File: src/rtl/dac_front_pkg.sv
package dac_front_pkg;

  // Number of unary lines produced from a segment index of the given width.
  function automatic int unsigned unary_lines(input int unsigned seg_bits);
    return (1 << seg_bits) - 1;
  endfunction

  // Weight of one unary line expressed in binary LSBs.
  function automatic int unsigned line_weight(input int unsigned bin_bits);
    return 1 << bin_bits;
  endfunction

endpackage

File: src/rtl/dac_byte_latch.sv
module dac_byte_latch #(
  parameter int unsigned W = 8
) (
  input  logic         clk,
  input  logic         rst_n,
  input  logic         en,
  input  logic [W-1:0] d,
  output logic [W-1:0] q
);

  logic [W-1:0] held;

  always_ff @(posedge clk or negedge rst_n) begin
    if (!rst_n)  held <= '0;
    else if (en) held <= d;
  end

  // Transparent while enabled, otherwise the stored byte.
  assign q = en ? d : held;

  // two consecutive disabled cycles keep the output still.
  assert_hold_R3: assert property (@(posedge clk) disable iff (!rst_n)
    (!en && $past(!en)) |-> (q == $past(q)));

  // on the cycle the enable drops, the output keeps the last passed data.
  assert_capture_R3: assert property (@(posedge clk) disable iff (!rst_n)
    ($past(en) && !en) |-> (q == $past(d)));

endmodule

File: src/rtl/dac_therm_decoder.sv
module dac_therm_decoder
  import dac_front_pkg::*;
#(
  parameter int unsigned SEG_W = 4,
  localparam int unsigned LINES = unary_lines(SEG_W)
) (
  input  logic             clk,
  input  logic             rst_n,
  input  logic [SEG_W-1:0] seg,
  output logic [LINES-1:0] therm
);

  for (genvar i = 0; i < LINES; i++) begin : g_line
    assign therm[i] = (seg > SEG_W'(i));
  end

  // the number of active lines equals the segment index.
  assert_count_R5: assert property (@(posedge clk) disable iff (!rst_n)
    $countones(therm) == int'(seg));

  // active lines form one contiguous run starting at line 0.
  assert_shape_R5: assert property (@(posedge clk) disable iff (!rst_n)
    ((therm + 1'b1) & therm) == '0);

endmodule

File: src/rtl/dac_switch_front.sv
module dac_switch_front
  import dac_front_pkg::*;
#(
  parameter int unsigned DATA_W = 16,
  parameter int unsigned SEG_W  = 4,
  localparam int unsigned BYTE_W = DATA_W / 2,
  localparam int unsigned BIN_W  = DATA_W - SEG_W,
  localparam int unsigned LINES  = unary_lines(SEG_W)
) (
  input  logic              clk,
  input  logic              rst_n,
  input  logic              hi_en,
  input  logic              lo_en,
  input  logic [DATA_W-1:0] data_in,
  output logic [LINES-1:0]  therm_sw,
  output logic [BIN_W-1:0]  bin_sw
);

  logic [1:0]        en_vec;
  logic [DATA_W-1:0] word;

  assign en_vec = {hi_en, lo_en};

  // Byte 1 is the upper half (word bits 1..8), byte 0 the lower half.
  for (genvar b = 0; b < 2; b++) begin : g_byte
    dac_byte_latch #(.W(BYTE_W)) u_latch (
      .clk   (clk),
      .rst_n (rst_n),
      .en    (en_vec[b]),
      .d     (data_in[b*BYTE_W +: BYTE_W]),
      .q     (word[b*BYTE_W +: BYTE_W])
    );
  end

  dac_therm_decoder #(.SEG_W(SEG_W)) u_dec (
    .clk   (clk),
    .rst_n (rst_n),
    .seg   (word[DATA_W-1 -: SEG_W]),
    .therm (therm_sw)
  );

  assign bin_sw = word[BIN_W-1:0];

  // an enabled upper byte reaches the word in the same cycle.
  assert_hi_follow_R2: assert property (@(posedge clk) disable iff (!rst_n)
    hi_en |-> (word[DATA_W-1 -: BYTE_W] == data_in[DATA_W-1 -: BYTE_W]));

  // with both enables high the outputs carry the input code directly.
  assert_full_path_R8: assert property (@(posedge clk) disable iff (!rst_n)
    (hi_en && lo_en) |-> (bin_sw == data_in[BIN_W-1:0]));

  // line count times line weight plus binary part rebuilds the word.
  assert_rebuild_R7: assert property (@(posedge clk) disable iff (!rst_n)
    ($countones(therm_sw) * line_weight(BIN_W) + int'(bin_sw)) == int'(word));

endmodule

File: config.mk
export PLATFORM = sky130hd
export DESIGN_NAME = dac_switch_front
export DESIGN_NICKNAME = d
export VERILOG_FILES = /design/src/rtl/dac_front_pkg.sv /design/src/rtl/dac_byte_latch.sv /design/src/rtl/dac_therm_decoder.sv /design/src/rtl/dac_switch_front.sv
export SDC_FILE = /design/constraint.sdc
export NUM_CORES = 1
export LEC_CHECK = 0
export BUFFER_PORTS_ARGS = -buffer_cell sky130_fd_sc_hd__buf_4
export CAP_MARGIN = 20
export CORE_UTILIZATION = 40
export CTS_BUF_LIST = sky130_fd_sc_hd__clkbuf_16
export DETAILED_ROUTE_END_ITERATION = 8
export PLACE_DENSITY = 0.83
export RECOVER_POWER = 100
export SETUP_SLACK_MARGIN = 0.3
export SYNTH_ARGS = -nofsm -noshare
export SYNTH_HDL_FRONTEND = slang
export SYNTH_SLANG_ARGS = --single-unit
export TNS_END_PERCENT = 5
File: constraint.sdc
create_clock -name clk -period 0.89 [get_ports clk]
set_input_delay 0.1335 -clock clk [delete_from_list [all_inputs] [get_ports clk]]
set_output_delay 0.1335 -clock clk [all_outputs]
set_load 0.03 [all_outputs]
==> results of run 1 <==
cells in the mapped netlist (2+ instances only):
| cell type | number | area (µm²) |
|---|---|---|
| a21oi_1 | 3 | 15.0 |
| inv_1 | 3 | 11.3 |
| o21ai_1 | 2 | 10.0 |
| buf_6 | 2 | 22.5 |
| o211ai_1 | 4 | 30.0 |
| a211oi_1 | 3 | 22.5 |
| dfrtp_1 | 16 | 400 |
| nand3_1 | 2 | 10.0 |
| mux2i_1 | 2 | 20.0 |
| buf_4 | 5 | 37.5 |
| mux2_2 | 13 | 146 |
layout make-up:
type                    instances  area share [%]
repair buffers                 65            36.3
multi-input cells              46            30.9
flip-flops and latches         16            25.1
clock buffers                   3            4.67
well taps                      27            2.10
inverters                       3           0.700
clock inverters                 1           0.233
placed cells by master (no fill, tap or decap), drive strengths merged, types with 3 or more instances in the layout:
cell type and n:
a211oi 4, a21oi 3, buf 63, clkbuf 4, dfrtp 16, inv 4
mux2 13, mux2i 3, nand3 3, nor3 3, o211ai 4, o21ai 3
logic make-up (layout without fill, tap and decap cells):
family | Yosys count | in the layout | share of synthesized area, %
AOI/OAI and AO/OA | 16 | 16 | 11.8
muxes | 16 | 16 | 20.5
and+or+nand+nor | 14 | 14 | 14.2
DFF | 16 | 16 | 43.5
buffers and inverters | 12 | 72 | 9.93
metal layers:
layer  share of wire (%)  GRT usage [%]  up-vias
met4                 1.5           7.14        0
met1                  39           24.7      388
met5                   0              0        -
met2                  53           39.6       52
li1                    -              -      383
met3                 6.3           5.25        4
repair_timing:
action / CTS / global route
gates resized for setup: 24 / 10
endpoints found under the setup margin: 43 / 43
setup buffers: 1 / 1
hold buffers: 1 / 0
pin swaps: 6 / 5
endpoints found under the hold margin: 16 / 0
stage by stage:
stage | total power (W) | std cells | area (µm²)
floorplan | 0.00141 | 74 | 975
global route | 0.00284 | 161 | 1610
CTS | 0.00274 | 160 | 1600
global placement | 0.00176 | 154 | 1410
finish | 0.00275 | 161 | 1610
detailed placement | 0.00178 | 154 | 1410
how the worst max path moves through the flow:
stage / start / end / depth (start not counted)
floorplan: g_byte[1].u_latch.held[7] / therm_sw[12] / 2
global placement: g_byte[1].u_latch.held[4] / therm_sw[8] / 3
detailed placement: g_byte[1].u_latch.held[4] / therm_sw[8] / 3
CTS: g_byte[1].u_latch.held[7] / therm_sw[2] / 4
global route: g_byte[1].u_latch.held[6] / therm_sw[2] / 4
finish: g_byte[1].u_latch.held[4] / therm_sw[12] / 4
where the power goes:
part / switching (W) / leakage (nW) / total, W / internal, W
Combinational: 0.000544 / 0.500 / 0.00102 / 0.000475
Sequential: 0.0000535 / 0.184 / 0.000857 / 0.000804
Clock: 0.000275 / 0.0423 / 0.000870 / 0.000595
critical path: cells and delay by family, from the launching register on:
family / cells / cell delay [ns]
flip-flops: 1 / 0.46
buffers and inverters: 2 / 0.32
AO/OA/AOI/OAI: 1 / 0.03
AND/OR/NAND/NOR: 1 / 0.27
==> summary.txt, run 1 <==
Run status
  – Status: finished with violations
  – Failing checks: negative setup slack

Layout
  – Final core utilization: 78.0%
  – Synth-to-Final Area Change: 74.8%
  – Sequential Area: 404 µm²
  – ANT cells: 0
  – Max reg flops: 16
  – Nets: 155
  – Largest regs: g_byte.u_latch.held: 16 flops
  – Filler cells: 137
  – Share of cells above drive strength 1: 68.7%
  – Most flops, register: g_byte.u_latch.held
  – Area of the multi-input gates: 497 µm²

Placed design
  – Port bufs: 46
  – DP Worst Slack: -0.328 ns
  – Routability cong.: 0.789
  – DP HPWL: 1.75 mm

Yosys
  – Ys flop type: dfrtp_1
  – Unique masters post-synth: 30
  – Mapped Nets: 94
  – Asr flop ratio synth: 100%
  – Yosys reg bits: 16
  – Synthesized area: 920 µm²
  – Syn Area/Cell: 12.4 µm²
  – Synth Warn #: 0
  – Post-synthesis sequential area ratio: 43.5%
  – Gate count after technology mapping: 74
  – Post-synth EDFFs: 0

Worst setup path
  – CP arrival: 1.33 ns
  – R2r endpoint: g_byte[1].u_latch.held[6]
  – Startpoint type of the worst setup path: flop
  – Slowest-stage cell, CP: dfrtp_2
  – Required @ worst endpoint: 0.76 ns
  – Worst reg2reg path depth: 4
  – Crit path cell chain: nor3_2 > buf_4 > a211oi_4 > buf_6
  – Crit path kind: reg -> out
  – Reg2Reg Launch Point: g_byte[1].u_latch.held[6]
  – Crit-path max FO: 6
  – CP Capture Type: primary output
  – Crit-path max cell delay: 0.46 ns
  – Reg2Reg Setup Slack: -0.12 ns

Global route
  – GRT Util Overall: 21.8%
  – Vias in the first global route: 892
  – Global route total overflow: 0
  – Global-route wire length before repair: 4.05 mm
  – Initial antenna violation count: 0
  – Largest net degree at the start of global routing: 17

Timing
  – Worst-Margin Slew: 0.391 ns
  – Unrepaired setup endpoints after global routing: true
  – Hold Fails Final Rpt: 0
  – Minimum clock period: 1.47 ns
  – Achievable Freq: 0.682 GHz
  – Setup TNS: -11.98 ns
  – Slew Viols, Final: 0
  – Post-route worst setup slack: -0.575 ns
  – Slew headroom: 73.9%
  – Period utilization: 165%
  – Final setup vio count: 31
  – Fin Hold WS: 0.155 ns
  – Skew final: 0 ns

CTS
  – Root Driver: clkbuf_16
  – Worst-path clk slew: 0.05 ns
  – H-tree levels: 1
  – Cts bufs inserted: 3
  – CTS sink count: 16
  – Clock Tree Buf Depth: 2
  – CTS tree: yes
  – Clock Latency Late Sink: 0.24 ns

Die
  – Core area: 2060 µm²
  – Initial Util: 44.6%
  – Die area: 2500 µm²
  – Chip width: 50.0 µm
  – Row cnt: 16
  – Num ports: 47
  – Die height: 50.0 µm

Drt
  – # DRC: 0
  – Detail Route Antenna Nets: 0
  – Via Count: 827
  – Final wirelength: 2.54 mm
  – TritonRoute pass-1 iters: 4
  – WL per Instance: 15.8 µm
  – Drt via density: 5.14
  – DRT iter0 DRCs: 7

Pwr
  – Pwr per Cell Area: 1710 nW/µm²
  – Peak supply drop: 0.00216 V
  – Pleak: 0.727 nW

Job
  – Max_cap viols: 0

Worst hold path
  – Hold depth: 2
  – Hold crit path type: in -> reg
  – Hold_sp: data_in[0]
  – Hold EP: g_byte[0].u_latch.held[0]
Note: power is estimated with default switching activity, not from simulation.
==> inputs of run 2 (changes only) <==
--- a/config.mk
+++ b/config.mk
@@ -12,6 +12,7 @@
 export DETAILED_ROUTE_END_ITERATION = 8
 export PLACE_DENSITY = 0.83
 export RECOVER_POWER = 100
+export REMOVE_ABC_BUFFERS = 1
 export SETUP_SLACK_MARGIN = 0.3
 export SYNTH_ARGS = -nofsm -noshare
 export SYNTH_HDL_FRONTEND = slang
==> summary.txt, run 2 (synthesis gave the netlist of run 1 again) <==
Run status
  – Status: finished with violations (unchanged)
  – Failing checks: negative setup slack (unchanged)

Worst setup path
  – CP Capture Type: primary output (unchanged)
  – Reg2Reg Setup Slack: -0.07 ns (was -0.12 ns)
  – Worst reg2reg path depth: 3 (was 4)
  – Slowest-stage cell, CP: dfrtp_2 (unchanged)
  – Startpoint type of the worst setup path: flop (unchanged)
  – Required @ worst endpoint: 0.76 ns (about the same)
  – CP arrival: 1.28 ns (was 1.33 ns)
  – Crit path cell chain: mux2i_4 > o211ai_1 > buf_4 (was nor3_2 > buf_4 > a211oi_4 > buf_6)
  – Crit path kind: reg -> out (unchanged)
  – Reg2Reg Launch Point: g_byte[1].u_latch.held[6] (unchanged)
  – R2r endpoint: g_byte[1].u_latch.held[6] (unchanged)
  – Crit-path max FO: 7 (was 6)
  – Crit-path max cell delay: 0.44 ns (was 0.46 ns)

Die
  – Core area: 2060 µm² (unchanged)
  – Die area: 2500 µm² (unchanged)
  – Num ports: 47 (unchanged)
  – Die height: 50.0 µm (unchanged)
  – Row cnt: 16 (unchanged)
  – Initial Util: 44.6% (unchanged)
  – Chip width: 50.0 µm (unchanged)

Timing
  – Hold Fails Final Rpt: 0 (unchanged)
  – Minimum clock period: 1.41 ns (was 1.47 ns)
  – Achievable Freq: 0.709 GHz (was 0.682 GHz)
  – Slew headroom: 73.8% (was 73.9%)
  – Worst-Margin Slew: 0.393 ns (was 0.391 ns)
  – Skew final: 0 ns (unchanged)
  – Period utilization: 158% (was 165%)
  – Slew Viols, Final: 0 (unchanged)
  – Fin Hold WS: 0.158 ns (was 0.155 ns)
  – Unrepaired setup endpoints after global routing: true (unchanged)
  – Post-route worst setup slack: -0.520 ns (was -0.575 ns)
  – Final setup vio count: 30 (was 31)

Pwr
  – Pleak: 0.680 nW (was 0.727 nW)
  – Peak supply drop: 0.00151 V (was 0.00216 V)
  – Pwr per Cell Area: 1770 nW/µm² (was 1710 nW/µm²)

CTS
  – CTS tree: yes (unchanged)
  – Clock Tree Buf Depth: 2 (unchanged)
  – H-tree levels: 1 (unchanged)
  – Root Driver: clkbuf_16 (unchanged)
  – CTS sink count: 16 (unchanged)
  – Clock Latency Late Sink: 0.24 ns (about the same)
  – Cts bufs inserted: 3 (unchanged)
  – Worst-path clk slew: 0.05 ns (about the same)

Drt
  – Detail Route Antenna Nets: 0 (unchanged)
  – WL per Instance: 14.4 µm (was 15.8 µm)
  – Drt via density: 5.19 (was 5.14)
  – DRT iter0 DRCs: 8 (was 7)
  – TritonRoute pass-1 iters: 4 (unchanged)
  – Final wirelength: 2.22 mm (was 2.54 mm)
  – Via Count: 799 (was 827)
  – # DRC: 0 (unchanged)

Placed design
  – Routability cong.: 0.775 (was 0.789)
  – Port bufs: 46 (unchanged)
  – DP HPWL: 1.55 mm (was 1.75 mm)
  – Placed Cells: 148 (was 154)

Layout
  – Most common cell after layout, fill and taps aside: buf_4 (unchanged)
  – Nets: 148 (was 155)
  – ANT cells: 0 (unchanged)
  – Most flops, register: g_byte.u_latch.held (unchanged)
  – Synth-to-Final Area Change: 58.5% (was 74.8%)
  – Share of cells above drive strength 1: 59.1% (was 68.7%)
  – Largest regs: g_byte.u_latch.held: 16 flops (unchanged)
  – Post-Layout Cell Count: 154 (was 161)
  – Most frequent cells in the layout: 42 x buf_4, 14 x buf_6, 12 x mux2_1, 12 x dfrtp_1 (was 40 x buf_4, 22 x buf_6, 13 x dfrtp_1)
  – Max reg flops: 16 (unchanged)

Global route
  – Initial antenna violation count: 0 (unchanged)
  – Global route total overflow: 0 (unchanged)
  – Largest net degree at the start of global routing: 17 (unchanged)
  – GRT Util Overall: 19.2% (was 21.8%)
  – Vias in the first global route: 858 (was 892)
  – Global-route wire length before repair: 3.70 mm (was 4.05 mm)

Worst hold path
  – Hold EP: g_byte[0].u_latch.held[5] (was g_byte[0].u_latch.held[0])
  – Hold crit path type: in -> reg (unchanged)
  – Hold depth: 2 (unchanged)
  – Hold_sp: data_in[5] (was data_in[0])

Job
  – Max_cap viols: 0 (unchanged)
==> run 2: changes by cell type in the layout (fill, tap and decap cells not counted), moves of 2 or more <==
| cell | previous run | this run |
|---|---|---|
| o21ai_2 | 2 | 0 |
| buf_4 | 40 | 42 |
| a211oi_4 | 2 | 0 |
| a211oi_1 | 0 | 3 |
| mux2_2 | 3 | 1 |
| o21ai_1 | 0 | 2 |
| mux2_1 | 10 | 12 |
| a21oi_1 | 1 | 3 |
| buf_6 | 22 | 14 |
| a21oi_2 | 2 | 0 |
==> run 2: cell type report <==
class / instances / area [µm²]
Fill cell: 156 / 604
Clock inverter: 1 / 3.75
Multi-Input combinational cell: 46 / 440
Tap cell: 27 / 33.8
Inverter: 3 / 11.3
Sequential cell: 16 / 405
Clock buffer: 3 / 75.1
Timing Repair Buffer: 58 / 488
==> run 2: timing repair <==
| item | CTS | global route |
|---|---|---|
| endpoints found under the setup margin | 43 | 43 |
| setup buffers | 1 | 0 |
| pin swaps | 2 | 3 |
| endpoints found under the hold margin | 16 | 0 |
| hold buffers | 1 | 0 |
| resized for setup | 22 | 8 |
==> run 2: layer usage <==
layer,global-route usage [%],wire length [µm],vias to the layer above
met4,7.14,0,0
met1,21.0,862,377
met2,36.5,1190,49
met3,2.78,160,0
li1,-,-,373
met5,0,0,-
==> run 2: how the worst max path moves through the flow <==
stage                                          from            to  slack (ns)
final                     g_byte[1].u_latch.held[7]   therm_sw[6]       -0.52
after CTS                 g_byte[1].u_latch.held[6]   therm_sw[8]       -0.53
after global routing      g_byte[1].u_latch.held[5]   therm_sw[1]       -0.58
after global placement    g_byte[1].u_latch.held[6]   therm_sw[2]       -0.28
after detailed placement  g_byte[1].u_latch.held[6]  therm_sw[12]       -0.34
after floorplan           g_byte[1].u_latch.held[5]  therm_sw[10]       -0.58
==> run 2: worst max-delay path: cells and delay by family, from the launching register on <==
kind	cells	cell delay, ns
flip-flops	1	0.44
multiplexers	1	0.26
buffers and inverters	1	0.19
AO/OA/AOI/OAI	1	0.15
==> run 2: per-stage QoR <==
step                      setup TNS (ns)  util (%)  instance area [µm²]  setup WS (ns)  total power, W
after detailed placement           -5.53      62.7                 1290         -0.340         0.00168
after CTS                         -10.62      71.1                 1470         -0.534         0.00264
final                             -11.03      70.7                 1460         -0.520         0.00258
after global placement             -4.87      62.7                 1290         -0.277         0.00166
after global routing              -12.45      70.7                 1460         -0.581         0.00269
after floorplan                    -4.92         -                  840         -0.582         0.00130
==> run 2: power by group <==
part           internal, W  leakage [nW]  switching (W)
Clock             0.000593        0.0385       0.000251
Combinational     0.000390         0.458       0.000489
Sequential        0.000805         0.183      0.0000498
Total              0.00179         0.680       0.000790
